`src/rtl/turnseq_pkg.sv`:
```
package turnseq_pkg;

  // Strobes from the turnaround control to the command/pad datapath.
  typedef struct packed {
    logic issueLoad;  // register an access command this edge
    logic nextRead;   // direction level for the next command cycle
  } seqStrobe_t;

endpackage

```
`src/rtl/turnseq_ctrl.sv`:
```
module turnseq_ctrl
  import turnseq_pkg::*;
#(
  parameter int PRE_PAD  = 2,
  parameter int POST_PAD = 1,
  parameter int RD_LAT   = 3,
  parameter int WR_LAT   = 2
) (
  input  logic       clk,
  input  logic       rstN,
  input  logic       reqValid,
  input  logic       reqWrite,
  output logic       reqReady,
  output seqStrobe_t strobe
);

  // Old-direction tails, counted in no-op cycles after the last access.
  localparam int RD_TAIL   = RD_LAT + 1 + POST_PAD;
  localparam int WR_TAIL   = WR_LAT + POST_PAD;
  localparam int SINCE_MAX = (RD_TAIL > WR_TAIL) ? RD_TAIL : WR_TAIL;
  localparam int SW        = $clog2(SINCE_MAX + 1);
  localparam int PW        = $clog2(PRE_PAD + 1);

  logic          dirWrite;   // current bus direction
  logic [PW-1:0] preLeft;    // entry no-ops still to issue
  logic [SW-1:0] since;      // no-op cycles since last access (saturating)

  logic padding, sameDir, tailMet, accept, flip;

  always_comb begin
    padding  = (preLeft != '0);
    sameDir  = (reqWrite == dirWrite);
    tailMet  = dirWrite ? (since >= SW'(WR_TAIL)) : (since >= SW'(RD_TAIL));
    reqReady = !padding && (!reqValid || sameDir);
    accept   = reqValid && reqReady;
    flip     = reqValid && !sameDir && !padding && tailMet;
    strobe.issueLoad = accept;
    strobe.nextRead  = (accept || flip) ? !reqWrite : !dirWrite;
  end

  always_ff @(posedge clk or negedge rstN) begin
    if (!rstN) begin
      dirWrite <= 1'b0;
      preLeft  <= PW'(PRE_PAD);
      since    <= SW'(SINCE_MAX);
    end else begin
      if (flip) begin
        dirWrite <= reqWrite;
        preLeft  <= PW'(PRE_PAD - 1);
      end else if (padding) begin
        preLeft  <= preLeft - PW'(1);
      end
      if (accept) begin
        since <= '0;
      end else if (since != SW'(SINCE_MAX)) begin
        since <= since + SW'(1);
      end
    end
  end

  AST_NO_ACCEPT_WHILE_PADDING: assert property (@(posedge clk) disable iff (!rstN)
    (preLeft != '0) |-> !reqReady);

  AST_FLIP_LOADS_PREPAD: assert property (@(posedge clk) disable iff (!rstN)
    (dirWrite != $past(dirWrite)) |-> (preLeft == PW'(PRE_PAD - 1)));

  AST_NO_FLIP_RIGHT_AFTER_ACCESS: assert property (@(posedge clk) disable iff (!rstN)
    (dirWrite != $past(dirWrite)) |-> !$past(strobe.issueLoad));

endmodule

```
`src/rtl/turnseq_datapath.sv`:
```
module turnseq_datapath
  import turnseq_pkg::*;
#(
  parameter int AW     = 16,
  parameter int DW     = 18,
  parameter int RD_LAT = 3,
  parameter int WR_LAT = 2
) (
  input  logic          clk,
  input  logic          rstN,
  input  seqStrobe_t    strobe,
  input  logic [AW-1:0] reqAddr,
  input  logic [DW-1:0] reqData,
  output logic          cmdRead,
  output logic          cmdLoad,
  output logic [AW-1:0] cmdAddr,
  output logic [DW-1:0] dqOut,
  output logic          dqDriveEn,
  output logic          dqDriveLow,
  output logic          dqTermEn,
  output logic          rdValid
);

  localparam int RD_TOP = RD_LAT + 1;  // oldest read age of interest

  logic [DW-1:0]   cmdData;
  logic [RD_TOP:1] rdAge;               // bit k: read command k cycles ago
  logic [WR_LAT:1] wrAge;               // bit k: write command k cycles ago
  logic [DW-1:0]   wrDat [1:WR_LAT];
  logic            rdNow, wrNow;

  assign rdNow = cmdLoad && cmdRead;
  assign wrNow = cmdLoad && !cmdRead;

  // Command register.
  always_ff @(posedge clk or negedge rstN) begin
    if (!rstN) begin
      cmdLoad <= 1'b0;
      cmdRead <= 1'b1;
      cmdAddr <= '0;
      cmdData <= '0;
    end else begin
      cmdLoad <= strobe.issueLoad;
      cmdRead <= strobe.nextRead;
      if (strobe.issueLoad) begin
        cmdAddr <= reqAddr;
        cmdData <= reqData;
      end
    end
  end

  // Read age pipeline.
  always_ff @(posedge clk or negedge rstN) begin
    if (!rstN) rdAge <= '0;
    else       rdAge <= {rdAge[RD_TOP-1:1], rdNow};
  end

  // Write age and data pipeline.
  always_ff @(posedge clk or negedge rstN) begin
    if (!rstN) begin
      wrAge <= '0;
      for (int k = 1; k <= WR_LAT; k++) wrDat[k] <= '0;
    end else begin
      for (int k = WR_LAT; k > 1; k--) begin
        wrAge[k] <= wrAge[k-1];
        wrDat[k] <= wrDat[k-1];
      end
      wrAge[1] <= wrNow;
      wrDat[1] <= cmdData;
    end
  end

  // Controller pad modes.
  assign dqDriveEn  = wrAge[WR_LAT];
  assign dqTermEn   = rdAge[RD_LAT-1] | rdAge[RD_LAT] | rdAge[RD_LAT+1];
  assign dqDriveLow = !dqDriveEn && !dqTermEn;
  assign dqOut      = dqDriveEn ? wrDat[WR_LAT] : '0;
  assign rdValid    = rdAge[RD_LAT];

  AST_TERM_SWITCH_ON_LOW_BUS: assert property (@(posedge clk) disable iff (!rstN)
    (dqTermEn != $past(dqTermEn)) |-> $past(cmdRead));

  AST_WRITE_INTO_TERMINATED: assert property (@(posedge clk) disable iff (!rstN)
    dqDriveEn |-> !$past(cmdRead));

  AST_PAD_MODE_EXCLUSIVE: assert property (@(posedge clk) disable iff (!rstN)
    !(dqDriveEn && dqTermEn));

endmodule

```
`src/rtl/rw_turnaround_seq.sv`:
```
module rw_turnaround_seq
  import turnseq_pkg::*;
#(
  parameter int AW       = 16,
  parameter int DW       = 18,
  parameter int PRE_PAD  = 2,
  parameter int POST_PAD = 1,
  parameter int RD_LAT   = 3,
  parameter int WR_LAT   = 2
) (
  input  logic          clk,
  input  logic          rstN,
  input  logic          reqValid,
  output logic          reqReady,
  input  logic          reqWrite,
  input  logic [AW-1:0] reqAddr,
  input  logic [DW-1:0] reqData,
  output logic          cmdRead,
  output logic          cmdLoad,
  output logic [AW-1:0] cmdAddr,
  output logic [DW-1:0] dqOut,
  output logic          dqDriveEn,
  output logic          dqDriveLow,
  output logic          dqTermEn,
  output logic          rdValid
);

  seqStrobe_t strobe;

  turnseq_ctrl #(
    .PRE_PAD(PRE_PAD), .POST_PAD(POST_PAD), .RD_LAT(RD_LAT), .WR_LAT(WR_LAT)
  ) ctrlInst (
    .clk(clk), .rstN(rstN), .reqValid(reqValid), .reqWrite(reqWrite),
    .reqReady(reqReady), .strobe(strobe)
  );

  turnseq_datapath #(
    .AW(AW), .DW(DW), .RD_LAT(RD_LAT), .WR_LAT(WR_LAT)
  ) dpInst (
    .clk(clk), .rstN(rstN), .strobe(strobe), .reqAddr(reqAddr), .reqData(reqData),
    .cmdRead(cmdRead), .cmdLoad(cmdLoad), .cmdAddr(cmdAddr), .dqOut(dqOut),
    .dqDriveEn(dqDriveEn), .dqDriveLow(dqDriveLow), .dqTermEn(dqTermEn),
    .rdValid(rdValid)
  );

endmodule

```
`config.mk`:
```
export PLATFORM = sky130hd
export DESIGN_NAME = rw_turnaround_seq
export DESIGN_NICKNAME = d
export VERILOG_FILES = /design/src/rtl/turnseq_pkg.sv /design/src/rtl/turnseq_ctrl.sv /design/src/rtl/turnseq_datapath.sv /design/src/rtl/rw_turnaround_seq.sv
export SDC_FILE = /design/constraint.sdc
export NUM_CORES = 1
export LEC_CHECK = 0
export BUFFER_PORTS_ARGS = -buffer_cell sky130_fd_sc_hd__buf_4
export CELL_PAD_IN_SITES_DETAIL_PLACEMENT = 0
export CELL_PAD_IN_SITES_GLOBAL_PLACEMENT = 1
export CORE_MARGIN = 2
export CORE_UTILIZATION = 25
export DETAILED_ROUTE_END_ITERATION = 10
export PLACE_DENSITY = 0.53
export SKIP_CTS_REPAIR_TIMING = 1
export SLEW_MARGIN = 20
export SYNTH_ARGS = -nofsm -noshare
export SYNTH_HDL_FRONTEND = slang
export SYNTH_HIERARCHICAL = 1
export SYNTH_SLANG_ARGS = --single-unit
```
`constraint.sdc`:
```
create_clock -name clk -period 2.7 [get_ports clk]
set_input_delay 0.135 -clock clk [delete_from_list [all_inputs] [get_ports clk]]
set_output_delay 0.135 -clock clk [all_outputs]
set_load 0.01 [all_outputs]
```
# After elaboration in Yosys (flattened, before gate mapping)
# Cells that the tools add are included.
totals:
  regBits: 84
  input_bits: 38
  output_inout_bits: 41
  wordCells: 47
op_classes:
  addsub: 2
  magnitude_cmp: 2
  eq_ne: 2
  muxes: 7
  n_bitwise: 2
  n_reduce_logical: 21
ops:
  columns: ["cell", "n"]
  rows:
  - ["$mux W18", 1]
  - ["$logic_and A1 B1 Y1", 8]
  - ["$logic_not A1 Y1", 8]
  - ["$mux W3", 2]
  - ["$reduce_bool A2 Y1", 3]
  - ["$mux W2", 2]
  - ["$add A3 B1 Y3 const B", 1]
  - ["$ge A3 B2 Y1 const B", 1]
  - ["$ge A3 B3 Y1 const B", 1]
  - ["$ne A3 B3 Y1 const B", 1]
  - ["$logic_or A1 B1 Y1", 2]
  - ["$mux W1", 2]
  - ["$or A1 B1 Y1", 2]
  - ["$sub A2 B1 Y2 const B", 1]
  - ["$eq A1 B1 Y1", 1]

# Logic depth before layout (Yosys ltp)
logic_depth:
  depth_word: 7
  depth_mapped: 8
  mapped_depth_nobuf: 5

# Modules after synthesis
# The synthesis kept the hierarchy.
modules_own_cells:
  columns: ["module", "n_inst", "cells_each", "area_per_inst_um2", "seq_area_each_um2"]
  rows:
  - ["turnseq_datapath", 1, 139, 2662.6, 1953.1]
  - ["turnseq_ctrl", 1, 41, 375.4, 153.9]

# Worst setup path before layout
# OpenSTA, ideal clock, no wires.
synth_path:
  path_type: "register -> register"
  from: "reg ctrlInst.preLeft[1]"
  to: "reg dpInst.cmdAddr[0]"
  setup_ns: 0.125
  arrival_time_ns: 1.614
  t_required_ns: 2.575
  setup_slack_ns: 0.961
  path_stages_with_launch: 9
  path_buffers: 3
  period_less_slack_ns: 1.739
  cell_sequence: "dfstp_2 > inv_1 > ha_1 > nand2_1 > nor2_1 > buf_4 > buf_6 > buf_12 > mux2_4"
synth_between:
  elab_chain_len: 4
synth_rtl:
  columns: ["element", "line", "text"]
  rows:
  - ["start, declared", "turnseq_ctrl.sv:25", "logic [PW-1:0] preLeft;"]
  - ["start signal, assigned", "turnseq_ctrl.sv:44", "preLeft <= PW'(PRE_PAD);"]
  - ["start signal, assigned", "turnseq_ctrl.sv:49", "preLeft <= PW'(PRE_PAD - 1);"]
  - ["start signal, assigned", "turnseq_ctrl.sv:51", "preLeft <= preLeft - PW'(1);"]
  - ["$reduce_bool A2 Y1", "turnseq_ctrl.sv:31", "padding = (preLeft != '0);"]
  - ["$logic_not A1 Y1", "turnseq_ctrl.sv:34", "reqReady = !padding && (!reqValid || sameDir);"]
  - ["$logic_and A1 B1 Y1", "turnseq_ctrl.sv:34", null]
  - ["$logic_and A1 B1 Y1", "turnseq_ctrl.sv:35", "accept = reqValid && reqReady;"]
  - ["via ctrlInst.accept", "turnseq_ctrl.sv:28", "logic padding, sameDir, tailMet, accept, flip;"]
  - ["end signal, assigned", "turnseq_datapath.sv:46", "cmdAddr <= reqAddr;"]
  - ["end, declared", "turnseq_datapath.sv:16", "output logic [AW-1:0] cmdAddr,"]
# The timed path passes the listed nets, and every way through them passes these cells.
# A chain may end at the register's enable or synchronous reset.

==> results summary <==
The core region is 11900 um2. The clock share of power came out at 28.8%. The via count of the first global-routing pass was 1792. The count of flip-flops with a built-in enable after synthesis is 0. The primary flip-flop cell chosen by synthesis mapping is sky130_fd_sc_hd__dfrtp_1. The global routing stage identified its most utilized layer as met2. Total power for the finished layout comes to 4.74 mW. The initial utilization of the core area, before any placement, comes to 25.5%. Based on the critical path, the design can be clocked at up to 0.556 GHz. The post-route setup TNS came out at 0 ns.

The run finished with clean final reports. The worst setup slack for register-to-register paths is 0.90 ns. The post-synthesis async set-or-reset flop share came out at 100%. Sequential cells account for 45.0% of the total power.

In this run, CTS created clock tree buffers numbering 9. The worst setup path is captured at a flip-flop. The first global-routing pass estimated 9070 um of wire.

Of the total power, combinational logic draws 26.2%. The minimum clock period is 1.80 ns. The number of library cell types mapped by synthesis is 29.

The required time at the endpoint of the critical path came out at 2.92 ns. The count of input and output buffers is 78. The area of the mapped netlist is 3040 um2. The width of the die is 114 um. After synthesis, the largest family of logic cells by area is multiplexers.

The later-pin clock latency in the skew report came out at 0.33 ns. Net switching is 25.1% of the power. The start-to-end type of the worst setup path is flip-flop to flip-flop. The launch instance of the worst register-to-register path is ctrlInst/preLeft[0]$_DFFE_PN0P_. Setup violations remaining at the end of the flow were counted as 0. The endpoint identified for the worst register-to-register timing path is dpInst/cmdData[1]$_DFFE_PN0P_. The fraction of final layout cells sized beyond drive strength 1 is 49.1%. The die area came out at 13000 um2. Pin placement for this block handled 79 I/O pins. In the global route stage, met3 resource usage came out at 4.87%. The level count of the clock H-tree came out at 3. The initial antenna violation count is 0. For this run, design rule violations remaining after detail routing come to 0. The final-layout fill cell count came out at 1188.

For this design the total switching power over the nets is 1.19 mW. The layout overhead on the synthesized area is 34.7%. The synthesized netlist devotes 2.10% of its cell area to compound gates. The root buffer cell chosen for the clock tree is sky130_fd_sc_hd__clkbuf_16. TritonCTS built the clock tree.

The share of the clock period used by the worst path after layout came out at 66.6%. Setup repair after global routing left no endpoint under its margin. The final weighted congestion in routability-driven placement came out at 0.694.

The number of nets produced by synthesis is 222. The mux cell area share after synthesis is 16.3%. The power per unit of standard cell area is 1160 nW/um2. The number of endpoints with negative hold slack in the final report is 0.

The largest driver fanout on the critical path came out at 23. The signal arrival time at the worst endpoint is 2.01 ns. The worst hold path terminates at dpInst/cmdData[16]$_DFFE_PN0P_. At the end of the flow the core is filled with cells to 34.4%.

Once detail routing completed, the nets flagged for antenna violations numbered 0. The HPWL reported at the end of detailed placement is 3440 um. The peak supply drop came out at 0.000448 V.

The path depth of the worst reg2reg path is 6. Clock skew on the completed layout was measured at 0.00337 ns. The first detailed-routing pass ran for 4 iterations.

After detailed routing, the average wire length per cell comes to 12.9 um. The nature of the critical path startpoint is a flip-flop. For this block, the via count after detailed routing is 1670.

In the global route stage, overall resource usage came out at 9.30%. The cell depth of the worst hold path came out at 2. The internal power contribution came out at 3.55 mW. The proportion of synthesized chip area in sequential cells is 69.4%. At the pin with the least slew margin, the transition time is 0.756 ns.

The worst hold path begins at reqData[16]. The largest net degree at the start of global routing is 85. In the global route stage, met1 resource usage came out at 11.4%. The clock slew seen by the registers of the worst setup and hold paths is 0.06 ns.

The worst hold path class is input port to flip-flop. The sink count of the clock tree came out at 84. The die is 114 um tall. Summed over all cells, the static leakage comes to 1.99 nW. A synthesized cell averages 16.9 um2. Summing the areas of all xor and xnor instances in the mapped netlist gives 0.865% of the synthesized area.

The number of violations reported at the end of detailed-routing iteration 0 came out at 71. Across the run, the number of max-cap violations was 0. The count of nets after finishing came out at 308. The post-detailed-routing wire length is 5410 um. The headroom to the max-slew limit came out at 49.6%.

The antenna cell count came out at 0. For this run, the number of Yosys warnings is 6. The number of placement rows is 40. The count of pins over their slew limit is 0. The number of register bits inferred by synthesis is 84. Of the total synthesized cell area, the portion taken by full adders, half adders and majority gates is 1.65%. The simple-gate portion of the synthesized area is 6.47%. The synthesized instance count came out at 180. The overall overflow remaining after global route came out at 0. The routed via count divided by cell count is 4.00. The clock tree buffer depth is 2. In the global route stage, met2 resource usage came out at 13.9%.
==> sequential cells by signal (all words and copies together) (netlist names) <==
name,count
dpInst/wrDat,36
dpInst/cmdData,18
dpInst/cmdAddr,16
dpInst/rdAge,4
ctrlInst/since,3
ctrlInst/preLeft,2
dpInst/wrAge,2
ctrlInst/dirWrite,1
dpInst/cmdLoad,1
dpInst/cmdRead,1
==> synthesized netlist by cell type, types with 2 or more instances <==
cell type	instances	area, um2
sky130_fd_sc_hd__mux2_4	30	450
sky130_fd_sc_hd__nand2_1	7	26.3
sky130_fd_sc_hd__ha_1	4	50.1
sky130_fd_sc_hd__nor2_1	4	15.0
sky130_fd_sc_hd__dfrtp_1	80	2000
sky130_fd_sc_hd__and2_1	20	125
sky130_fd_sc_hd__mux2_2	4	45.0
sky130_fd_sc_hd__xor2_1	2	17.5
sky130_fd_sc_hd__inv_1	4	15.0
sky130_fd_sc_hd__buf_12	3	60.1
sky130_fd_sc_hd__dfstp_2	4	105
==> worst max path at each step <==
stage                                               start                              to  slack [ns]  cells after the start
final                     ctrlInst/preLeft[0]$_DFFE_PN0P_   dpInst/cmdData[1]$_DFFE_PN0P_        0.90                      6
after CTS                 ctrlInst/preLeft[0]$_DFFE_PN0P_   dpInst/cmdData[1]$_DFFE_PN0P_        0.87                      6
after detailed placement  ctrlInst/preLeft[0]$_DFFE_PN0P_   dpInst/cmdData[1]$_DFFE_PN0P_        0.89                      6
after floorplan           ctrlInst/preLeft[1]$_DFFE_PN1P_   dpInst/cmdAddr[0]$_DFFE_PN0P_        0.96                      8
after global routing      ctrlInst/preLeft[0]$_DFFE_PN0P_   dpInst/cmdData[1]$_DFFE_PN0P_        0.75                      6
after global placement    ctrlInst/preLeft[0]$_DFFE_PN0P_  dpInst/cmdData[17]$_DFFE_PN0P_        0.95                      6
==> per-stage QoR <==
| step | hold slack, ns | instances | cell area [um2] | worst slack (ns) |
|---|---|---|---|---|
| 6_report | 0.0304 | 418 | 4090 | 0.901 |
| 5_1_grt | 0.00917 | 418 | 4090 | 0.745 |
| 4_1_cts | 0.00902 | 417 | 4080 | 0.869 |
| 3_3_place_gp | 0.331 | 401 | 3750 | 0.949 |
| 3_5_place_dp | 0.335 | 401 | 3750 | 0.891 |
| 2_1_floorplan | -0.161 | 180 | 3040 | 0.961 |
==> area by class of cell <==
cell class	count	area [um2]	area share, %
flip-flops and latches	84	2110	51.5
multi-input cells	86	840	20.5
repair buffers	81	614	15.0
clock buffers	11	233	5.69
well taps	147	184	4.49
clock inverters	5	100	2.45
inverters	4	15.0	0.367
==> critical path, stage by stage, from the launching register on <==
cell,delay [ns]
sky130_fd_sc_hd__dfrtp_1,0.38
sky130_fd_sc_hd__inv_1,0.06
sky130_fd_sc_hd__ha_1,0.25
sky130_fd_sc_hd__nand2_1,0.14
sky130_fd_sc_hd__nor2_4,0.10
sky130_fd_sc_hd__buf_4,0.36
sky130_fd_sc_hd__mux2_2,0.38
==> power by group through the flow <==
stage	logic, mW	clock network (mW)	registers [mW]
finish	1.24	1.37	2.13
global route	1.36	1.47	2.23
CTS	1.26	1.42	2.15
detailed placement	1.25	0	2.17
global placement	1.24	0	2.15
floorplan	0.789	0	2.15
==> metal layers <==
layer | wire length (um) | vias up
met5 | 0 | -
met4 | 75 | 0
met3 | 364 | 7
met2 | 2540 | 50
met1 | 2430 | 839
li1 | - | 774
==> cells by family (layout without fill, tap and decap cells) <==
group / Yosys count / in the layout
AOI/OAI and AO/OA: 9 / 9
xor gates and xnor gates: 3 / 3
adders and majority gates: 4 / 4
buffers and inverters: 10 / 101
DFF: 84 / 84
muxes: 34 / 34
and+or+nand+nor: 36 / 36
==> cells in the final DEF (no fill, tap or decap) <==
cell type | synthesis | routed
sky130_fd_sc_hd__nor2_4 | 0 | 1
sky130_fd_sc_hd__nor2b_1 | 1 | 1
sky130_fd_sc_hd__dfrtp_1 | 80 | 80
sky130_fd_sc_hd__nor2_1 | 4 | 3
sky130_fd_sc_hd__clkinv_2 | 0 | 2
sky130_fd_sc_hd__dfstp_2 | 4 | 4
sky130_fd_sc_hd__buf_6 | 1 | 1
sky130_fd_sc_hd__nor4_1 | 1 | 1
sky130_fd_sc_hd__a21oi_1 | 1 | 1
sky130_fd_sc_hd__or3_1 | 1 | 1
sky130_fd_sc_hd__o21a_1 | 1 | 1
sky130_fd_sc_hd__buf_4 | 1 | 79
sky130_fd_sc_hd__o31ai_1 | 1 | 1
sky130_fd_sc_hd__and2_1 | 20 | 20
sky130_fd_sc_hd__o211ai_1 | 1 | 1
sky130_fd_sc_hd__xor2_1 | 2 | 2
sky130_fd_sc_hd__mux2_2 | 4 | 4
sky130_fd_sc_hd__xnor2_1 | 1 | 1
sky130_fd_sc_hd__clkbuf_1 | 0 | 2
sky130_fd_sc_hd__o21ai_0 | 1 | 1
sky130_fd_sc_hd__o211a_1 | 1 | 1
sky130_fd_sc_hd__o31a_1 | 1 | 1
sky130_fd_sc_hd__nand3_1 | 1 | 1
sky130_fd_sc_hd__nand2_1 | 7 | 7
sky130_fd_sc_hd__dlygate4sd3_1 | 0 | 1
sky130_fd_sc_hd__a211oi_1 | 1 | 1
sky130_fd_sc_hd__and3_1 | 1 | 1
sky130_fd_sc_hd__ha_1 | 4 | 4
sky130_fd_sc_hd__bufinv_16 | 0 | 3
sky130_fd_sc_hd__mux2_4 | 30 | 30
sky130_fd_sc_hd__inv_1 | 4 | 4
sky130_fd_sc_hd__clkbuf_16 | 0 | 9
sky130_fd_sc_hd__o21ai_1 | 1 | 1
Note: power is estimated with default switching activity, not from simulation.
